<file path="src/rtl/dotp_pkg.sv">
// Shared constants for the four-lane dot-product accumulator.
// Assumes the lane count and tree shape are fixed by the architecture.
package dotp_pkg;
    localparam int LANES       = 4;  // element pairs per beat
    localparam int TREE_LEVELS = 2;  // pairwise adder levels reducing LANES products
endpackage

</file>
<file path="src/rtl/dotp_lane_mul.sv">
// Multiply stage: one signed multiplier per lane, each product registered.
// Assumes the operands are two's complement, W bits, packed lane k at [k*W +: W].
// flush drops the valid tag, so an aborted beat never reaches the tree.
module dotp_lane_mul
    import dotp_pkg::*;
#(
    parameter int W = 16
) (
    input  logic                     clk,
    input  logic                     rst_n,
    input  logic                     flush,
    input  logic                     v_in,
    input  logic                     last_in,
    input  logic [LANES*W-1:0]       a_in,
    input  logic [LANES*W-1:0]       b_in,
    output logic                     v_out,
    output logic                     last_out,
    output logic [LANES*2*W-1:0]     prod_out
);
    localparam int PW = 2 * W;

    for (genvar k = 0; k < LANES; k++) begin : g_lane
        logic signed [W-1:0]  a_k;
        logic signed [W-1:0]  b_k;
        logic signed [PW-1:0] p_q;
        assign a_k = a_in[k*W +: W];
        assign b_k = b_in[k*W +: W];

        // Register the full-width signed product of this lane.
        always_ff @(posedge clk) begin
            if (!rst_n) p_q <= '0;
            else        p_q <= a_k * b_k;
        end
        assign prod_out[k*PW +: PW] = p_q;
    end

    // Carry the beat tag alongside the products.
    always_ff @(posedge clk) begin
        if (!rst_n) begin
            v_out    <= 1'b0;
            last_out <= 1'b0;
        end else begin
            v_out    <= v_in && !flush;
            last_out <= last_in;
        end
    end
endmodule

</file>
<file path="src/rtl/dotp_tree_add.sv">
// Reduction stage: two pairwise adders, then one, all sign-extended; the
// tree output is registered. Assumes exactly four lanes (two levels).
module dotp_tree_add
    import dotp_pkg::*;
#(
    parameter int PW = 32
) (
    input  logic                   clk,
    input  logic                   rst_n,
    input  logic                   flush,
    input  logic                   v_in,
    input  logic                   last_in,
    input  logic [LANES*PW-1:0]    prod_in,
    output logic                   v_out,
    output logic                   last_out,
    output logic [PW+TREE_LEVELS-1:0] sum_out
);
    localparam int L1W = PW + 1;
    localparam int L2W = PW + TREE_LEVELS;

    logic signed [L1W-1:0] lvl1 [LANES/2];
    logic signed [L2W-1:0] lvl2;
    logic signed [L2W-1:0] sum_q;

    for (genvar m = 0; m < LANES/2; m++) begin : g_pair
        logic signed [PW-1:0] lo;
        logic signed [PW-1:0] hi;
        assign lo = prod_in[(2*m)*PW +: PW];
        assign hi = prod_in[(2*m+1)*PW +: PW];
        assign lvl1[m] = L1W'(lo) + L1W'(hi);
    end

    assign lvl2 = L2W'(lvl1[0]) + L2W'(lvl1[1]);

    // Register the tree sum and its beat tag.
    always_ff @(posedge clk) begin
        if (!rst_n) begin
            sum_q    <= '0;
            v_out    <= 1'b0;
            last_out <= 1'b0;
        end else begin
            sum_q    <= lvl2;
            v_out    <= v_in && !flush;
            last_out <= last_in;
        end
    end
    assign sum_out = sum_q;
endmodule

</file>
<file path="src/rtl/dotp_accum.sv">
// Accumulate stage: adds each valid tree term into the running sum and
// raises done for one cycle once the final beat's term has been added.
// Assumes AW is wide enough for the full-length sum; clear has priority.
module dotp_accum #(
    parameter int IW = 34,
    parameter int AW = 40
) (
    input  logic          clk,
    input  logic          rst_n,
    input  logic          clear,
    input  logic          v_in,
    input  logic          last_in,
    input  logic [IW-1:0] term_in,
    output logic [AW-1:0] acc_out,
    output logic          done_out
);
    logic signed [IW-1:0] term_s;
    logic signed [AW-1:0] acc_q;
    logic                 done_q;

    assign term_s = term_in;

    // Running sum: cleared by start, otherwise summed on valid terms only.
    always_ff @(posedge clk) begin
        if (!rst_n || clear) acc_q <= '0;
        else if (v_in)       acc_q <= acc_q + AW'(term_s);
    end

    // Completion flag: one cycle, in the cycle the final sum appears.
    always_ff @(posedge clk) begin
        if (!rst_n || clear) done_q <= 1'b0;
        else                 done_q <= v_in && last_in;
    end

    assign acc_out  = acc_q;
    assign done_out = done_q;

    // a bubble cycle leaves the sum untouched.
    p_bubble_hold_r6: assert property (@(posedge clk) disable iff (!rst_n)
        (!clear && !v_in) |=> $stable(acc_q));

    // start empties the sum and drops done.
    p_clear_zero_r7: assert property (@(posedge clk) disable iff (!rst_n)
        clear |=> (acc_q == '0 && !done_q));

    // done never lasts beyond one cycle.
    p_done_single_r5: assert property (@(posedge clk) disable iff (!rst_n)
        done_q |=> !done_q);

    // the final sum holds once done has fallen until a new term or clear.
    p_result_hold_r5: assert property (@(posedge clk) disable iff (!rst_n)
        (done_q && !clear && !v_in) |=> $stable(acc_q));
endmodule

</file>
<file path="src/rtl/dotp_pipe4.sv">
// Top: four-lane pipelined dot product. Counts accepted beats, tags the
// last one, and chains multiply -> tree -> accumulate stages.
// Assumes N is a multiple of four; start discards the beat beside it.
module dotp_pipe4
    import dotp_pkg::*;
#(
    parameter int W = 16,
    parameter int N = 256
) (
    input  logic                          clk,
    input  logic                          rst_n,
    input  logic                          start,
    input  logic                          in_valid,
    input  logic [4*W-1:0]                a_lanes,
    input  logic [4*W-1:0]                b_lanes,
    output logic [2*W+$clog2(N)-1:0]      result,
    output logic                          done
);
    localparam int BEATS = N / LANES;
    localparam int CW    = $clog2(BEATS + 1);
    localparam int PW    = 2 * W;
    localparam int TW    = PW + TREE_LEVELS;
    localparam int ACC_W = 2 * W + $clog2(N);

    logic [CW-1:0]         beat_cnt;
    logic                  take;
    logic                  take_last;
    logic                  m_v, m_last, t_v, t_last;
    logic [LANES*PW-1:0]   m_prod;
    logic [TW-1:0]         t_sum;

    assign take      = in_valid && !start && (beat_cnt < CW'(BEATS));
    assign take_last = (beat_cnt == CW'(BEATS - 1));

    // Beat counter: cleared by start, saturates at the vector length.
    always_ff @(posedge clk) begin
        if (!rst_n || start) beat_cnt <= '0;
        else if (take)       beat_cnt <= beat_cnt + CW'(1);
    end

    dotp_lane_mul #(.W(W)) u_mul (
        .clk      (clk),
        .rst_n    (rst_n),
        .flush    (start),
        .v_in     (take),
        .last_in  (take_last),
        .a_in     (a_lanes),
        .b_in     (b_lanes),
        .v_out    (m_v),
        .last_out (m_last),
        .prod_out (m_prod)
    );

    dotp_tree_add #(.PW(PW)) u_tree (
        .clk      (clk),
        .rst_n    (rst_n),
        .flush    (start),
        .v_in     (m_v),
        .last_in  (m_last),
        .prod_in  (m_prod),
        .v_out    (t_v),
        .last_out (t_last),
        .sum_out  (t_sum)
    );

    dotp_accum #(.IW(TW), .AW(ACC_W)) u_acc (
        .clk      (clk),
        .rst_n    (rst_n),
        .clear    (start),
        .v_in     (t_v),
        .last_in  (t_last),
        .term_in  (t_sum),
        .acc_out  (result),
        .done_out (done)
    );

    // the count never passes the vector length.
    p_count_bound_r8: assert property (@(posedge clk) disable iff (!rst_n)
        beat_cnt <= CW'(BEATS));

    // a saturated counter lets no beat into the multiply stage.
    p_overrun_block_r8: assert property (@(posedge clk) disable iff (!rst_n)
        (beat_cnt == CW'(BEATS) && !start) |=> !m_v);

    // done follows the last accepted beat by three edges.
    p_done_latency_r4: assert property (@(posedge clk) disable iff (!rst_n)
        (take && take_last) ##1 !start ##1 !start |=> done);
endmodule

</file>
<file path="config.mk">
export PLATFORM = sky130hd
export DESIGN_NAME = dotp_pipe4
export DESIGN_NICKNAME = d
export VERILOG_FILES = /design/src/rtl/dotp_pkg.sv /design/src/rtl/dotp_lane_mul.sv /design/src/rtl/dotp_tree_add.sv /design/src/rtl/dotp_accum.sv /design/src/rtl/dotp_pipe4.sv
export SDC_FILE = /design/constraint.sdc
export NUM_CORES = 2
export LEC_CHECK = 0
export ABC_AREA = 1
export ABC_CLOCK_PERIOD_IN_PS = 16000
export BUFFER_PORTS_ARGS = -buffer_cell sky130_fd_sc_hd__clkbuf_2
export CAP_MARGIN = 15
export CORE_MARGIN = 5
export CORE_UTILIZATION = 44
export DETAILED_ROUTE_END_ITERATION = 8
export PLACE_DENSITY = 0.6
export SYNTH_ARGS = -nofsm -noshare
export SYNTH_HDL_FRONTEND = slang
export SYNTH_SLANG_ARGS = --single-unit
</file>
<file path="constraint.sdc">
create_clock -name clk -period 16 [get_ports clk]
set_input_delay 2.4 -clock clk [delete_from_list [all_inputs] [get_ports clk]]
set_output_delay 2.4 -clock clk [all_outputs]
set_load 0.03 [all_outputs]
</file>
* Yosys cells after proc, flatten, opt, wreduce, memory -nomap -nowiden
Cells that the tools add are included.
** Storage, ports and cells
- Register bits :: 214
- Word-level logic and storage cells :: 31
- Output and inout port bits :: 41
- Input port bits :: 132
** Operators by class
- Reduce and logical (&&, ||, !) cells :: 8
- Multiply operators :: 4
- Order comparisons :: 1
- Add/subtract/negate cells :: 5
- Equality and inequality tests :: 1
** Operators with widths (count)
- multiplier 16 x 16 -> 32 bit :: 4
- adder 32 x 32 -> 33 bit :: 2
- adder 40 x 34 -> 40 bit :: 1
- adder 33 x 33 -> 34 bit :: 1
- adder 7 x 1 -> 7 bit, second input constant :: 1
- == test 7 x 6 -> 1 bit, second input constant :: 1
- < comparator 7 bit, second input constant :: 1
- logical AND 1 bit :: 5
- logical NOT 1 bit :: 2
- logical OR 1 bit :: 1

* Logic depth before layout (Yosys ltp)
- Depth after elaboration :: 4
- Depth in mapped cells :: 28
- Depth with buffers taken out :: 26

* Hierarchy
From an unflattened synthesis, not the netlist that was laid out.
** Second synthesis, totals
- Cell total of the unflattened synthesis :: 7887
- Area total of the unflattened synthesis :: 56497.9 um2
** Modules (own cells, without submodules)
- dotp_lane_mul :: cells an instance 6187, area an instance 46343.2 um2, sequential area each 2602.5 um2, times used 1
- dotp_tree_add :: cells an instance 845, area an instance 5346.4 um2, sequential area each 720.7 um2, times used 1
- dotp_accum :: cells an instance 799, area an instance 4431.8 um2, sequential area each 820.8 um2, times used 1
- dotp_pipe4 :: cells an instance 56, area an instance 376.6 um2, sequential area each 140.1 um2, times used 1

* Worst setup path before layout
No wires, ideal clock.
- Kind :: in2reg
- Start :: in b_lanes[2]
- End :: reg u_mul.g_lane[0].p_q[29]
- Cell stages on the path :: 21
- Path slack :: 8309 ps
- Library setup time :: 113 ps
- Data arrival time :: 7578 ps
- Buffers on the path :: 2
- Data required time :: 15887 ps
- Path through :: clkbuf_1 clkbuf_1 nand2_1 fa_1 inv_1 fa_1 inv_1 fa_1 fa_1 fa_1 fa_1 inv_1 ha_1 a21oi_1 o21ai_0 a21oi_1 o21ai_0 a21oi_1 nand2_1 nand2_1 nor2_1
** On the way
- Word-level cells in the longest chain between the ends :: 1
** RTL lines
- from (decl) :: RTL line dotp_pipe4.sv:15 : input logic [4*W-1:0] b_lanes,
- multiplier 16 x 16 -> 32 bit :: RTL line dotp_lane_mul.sv:32 : else p_q <= a_k * b_k;
- to (signal assigned) :: RTL line dotp_lane_mul.sv:32
- to (decl) :: RTL line dotp_lane_mul.sv:25 : logic signed [PW-1:0] p_q;
No other way between the ends.
A chain may end at the register's enable or synchronous reset.

* Worst setup path after layout
- Start :: in b_lanes[17]
- End :: reg u_mul.g_lane[1].p_q[22]
** On the way
- Word-level cells in the longest chain between the ends :: 1
** RTL lines (RTL line)
- multiplier 16 x 16 -> 32 bit :: dotp_lane_mul.sv:32
- to (signal assigned) :: dotp_lane_mul.sv:32
- to (decl) :: dotp_lane_mul.sv:25
No other way between the ends.

==> flow_metrics.py <==
metrics = {
    "global_routing": {
        "grt_max_degree": 70,
        "grt_usage": 0.230,
        "first_global_vias": 44400,
        "grt_pass1_wl_um": 236000,
        "grt-ovfl-total": 0,
        "antenna_found_initial": 2,
    },
    "clocking": {
        "post_cts_buffers": 0,
        "numCtsBuffers": 24,
        "h-tree-depth": 1,
        "post_cts_resized": 0,
        "path_clk_slew_ps": 70,
        "cts_root_buffer": "clkbuf_16",
        "cts.path.max_buffers": 3,
        "cts-hold-fix-buffers": 0,
        "clkLatencyLatePin_ps": 540,
        "cts_num_sinks": 214,
        "cts_tree": "built",
    },
    "critical_path": {
        "required_ps": 16410,
        "rr_startpoint": "u_mul.g_lane[3].p_q[1]$_SDFF_PN0_",
        "slowest_delay_ps": 750,
        "crit_fanout": 16,
        "path_common_cell": "fa_1",
        "crit_path_start_kind": "input port",
        "worst-setup-path-type": "input port to flop",
        "cp-endpoint": "u_mul.g_lane[1].p_q[22]$_SDFF_PN0_",
        "r2r-end": "u_tree.sum_out[25]$_SDFF_PN0_",
        "end_kind": "flop",
        "critPathArrivalTime_ps": 8210,
        "crit_family": "adder cells",
        "crit_buf_inv": 5,
        "crit_chain": "clkbuf_2 -> nand2_1 -> inv_1 -> fa_1 -> fa_1 -> fa_1 -> fa_1 -> fa_1 -> inv_1 -> fa_1 -> inv_1 -> ha_1 -> nand2_1 -> nor2_1 -> inv_1 -> nor2_1 -> nand3_1 -> o21ai_0 -> o21ai_0 -> a21oi_1",
        "reg2reg_slack_ps": 12420,
        "worst-path-stages": 20,
        "crit_slowest_cell": "fa_1",
        "crit_start": "b_lanes[17]",
        "reg2reg_depth": 14,
    },
    "detailed_routing": {
        "num_vias": 42000,
        "vias_per_cell": 4.92,
        "drt_iter0_markers": 2836,
        "ant_nets": 0,
        "wl_per_cell_um": 16.7,
        "wl_um": 143000,
        "drt_pass1_iterations": 8,
        "drc": 0,
    },
    "timing": {
        "worst_slack_ps": 8190,
        "slew_viol_final": 0,
        "maxSlewHeadroom": 0.484,
        "period_minus_slack_ps": 7810,
        "setup_viol": 0,
        "fmax_mhz": 128,
        "tns_ps": 0,
        "hold_viol": 0,
        "finClkSkew_ps": 14.1,
        "timing.final.crit_share": 0.488,
        "worst_slew_pin_slew_ps": 774,
        "rsz0062_at_grt": "false",
    },
    "yosys": {
        "yosys.area.top_type": "fa_1",
        "synth_top_area_share": 0.418,
        "netlist_area_um2": 53300,
        "syn_area_per_cell_um2": 7.67,
        "ys.flop_type": "dfxtp_1",
        "ys_ff_latch": 214,
        "synthTopCellsByArea": "fa_1, inv_1, nand2_1",
        "synth_fp_nets": 8598,
        "seq_area_frac_synth": 0.0804,
        "synth_edf_count": 0,
        "synthArstFlopShare": 0,
        "ys_types": 47,
        "synth_cells": 6951,
        "yosysWarnings": 0,
    },
    "layout": {
        "final_layout_size_suffix_gt1_frac": 0.0426,
        "syn2layout_area_growth_pct": 5.23,
        "fin_cells": 8523,
        "final_nets": 8538,
        "stdcell_area_um2": 56100,
    },
    "placement": {
        "numPortBuffers": 172,
        "place_area_um2": 55200,
        "preCtsSetupSlack_ps": 7710,
        "place_hpwl_um": 122000,
        "place_inst": 8477,
        "gp_congestion": 0.923,
    },
    "die": {
        "rows": 127,
        "initial_utilization": 0.444,
        "dieArea_um2": 128000,
        "die_w_um": 358,
        "core_area_um2": 120000,
        "io_pins": 173,
        "die_h_um": 358,
    },
    "hold_path": {
        "hp-class": "flop to flop",
    },
    "flow_run": {
        "maxCapViolations": 0,
    },
    "run_status": {
        "status": "finished, final reports clean",
    },
}
[metrics by stage]
stage,utilization,hold slack [ps]
after detailed placement,0.460,402
after CTS,0.467,418
after floorplan,-,390
after global routing,0.467,436
after global placement,0.460,399
final,0.467,414
[cell usage after synthesis (28+ instances only)]
cell	number
fa_1	1114
ha_1	401
o21bai_1	28
nor3_1	33
o21a_1	33
inv_1	1927
o21ai_0	182
clkbuf_1	250
nand3_1	142
a21oi_1	317
a21o_1	32
xnor2_1	38
nand4_1	42
dfxtp_1	214
nor2_1	426
nand2_1	1582
[logic make-up (layout without fill, tap and decap cells)]
kind of cell,count (synthesis),count (layout),share of synthesized area
buffers and inverters,2197,2155,0.155
adders and majority gates,1515,1515,0.513
xor gates and xnor gates,63,63,0.0104
and+or+nand+nor,2288,2288,0.171
AOI/OAI and AO/OA,674,674,0.0709
DFF,214,214,0.0804
other,0,2,0
[routing by layer]
layer  GRT usage  share of wire  wire, um  vias to the layer above
li1            -              -         -                    20000
met1       0.320           0.45     63600                    20800
met2       0.395           0.49     69600                      975
met3      0.0215          0.045      6390                      170
met4      0.0431          0.022      3110                        0
met5           0              0         0                        -
[worst register-to-register path, cell delays in order (launching register included)]
cell	delay, ps
dfxtp_1	500
fa_1	490
fa_1	500
ha_1	180
inv_1	70
fa_1	490
inv_1	80
nand3_1	60
nand2_1	170
a21oi_2	140
o21ai_1	320
nand3_1	130
nand2_1	140
o21ai_0	80
a21oi_1	170
[cell usage in the layout, fill, tap and decap left out, types with 3 or more instances in the layout]
master	n
dfxtp_1	213
nand3_1	142
nor3_1	33
inv_1	1926
nand3_2	3
or2_2	19
nand3b_1	4
clkbuf_2	171
xnor2_1	38
nor2_2	6
a21boi_2	3
a21o_1	32
xor2_1	25
nor2_1	426
a21oi_2	6
a21oi_1	317
inv_6	4
nor4_1	4
o211ai_1	14
nand4_1	42
a21boi_0	3
a21boi_1	3
ha_1	401
clkbuf_16	25
o21ai_2	5
a31oi_1	17
fa_1	1114
buf_4	5
inv_2	9
clkinv_4	6
o21bai_1	28
bufinv_16	3
o21ai_1	24
nand2_1	1582
nor3_2	3
o21ai_0	182
nand2_2	15
or2_1	3
o21a_1	33
[sequential cells by signal, summed over array words and instances (netlist names)]
signal,flops
u_acc.acc_out,40
u_tree.v_out,1
u_mul.v_out,1
u_mul.last_out,1
u_tree.sum_out,34
u_mul.g_lane.p_q,128
beat_cnt,7
u_tree.last_out,1
u_acc.done_out,1
[worst min-delay path by stage]
stage	startpoint	end	slack, ps	cells after the start
floorplan	u_mul.last_out$_SDFF_PN0_	u_tree.last_out$_SDFF_PN0_	390	2
global route	u_mul.v_out$_SDFF_PN0_	u_tree.v_out$_SDFF_PN0_	440	2
CTS	u_mul.last_out$_SDFF_PN0_	u_tree.last_out$_SDFF_PN0_	420	2
detailed placement	u_mul.last_out$_SDFF_PN0_	u_tree.last_out$_SDFF_PN0_	400	2
global placement	u_mul.last_out$_SDFF_PN0_	u_tree.last_out$_SDFF_PN0_	400	2
finish	u_mul.last_out$_SDFF_PN0_	u_tree.last_out$_SDFF_PN0_	410	2
[final cells by class]
cell class                 instances  area (um^2)
fill                           12100        64100
multi-input combinational       4540        40800
inverter                        1935         7260
sequential                       214         4290
tap                             1612         2020
timing repair buffer             176          893
clock buffer                      28          657
clock inverter                    16          204
antenna                            2         5.00
Power is not shown: default switching activity piles up to over one toggle a cycle in this logic, so the estimate is an artifact.
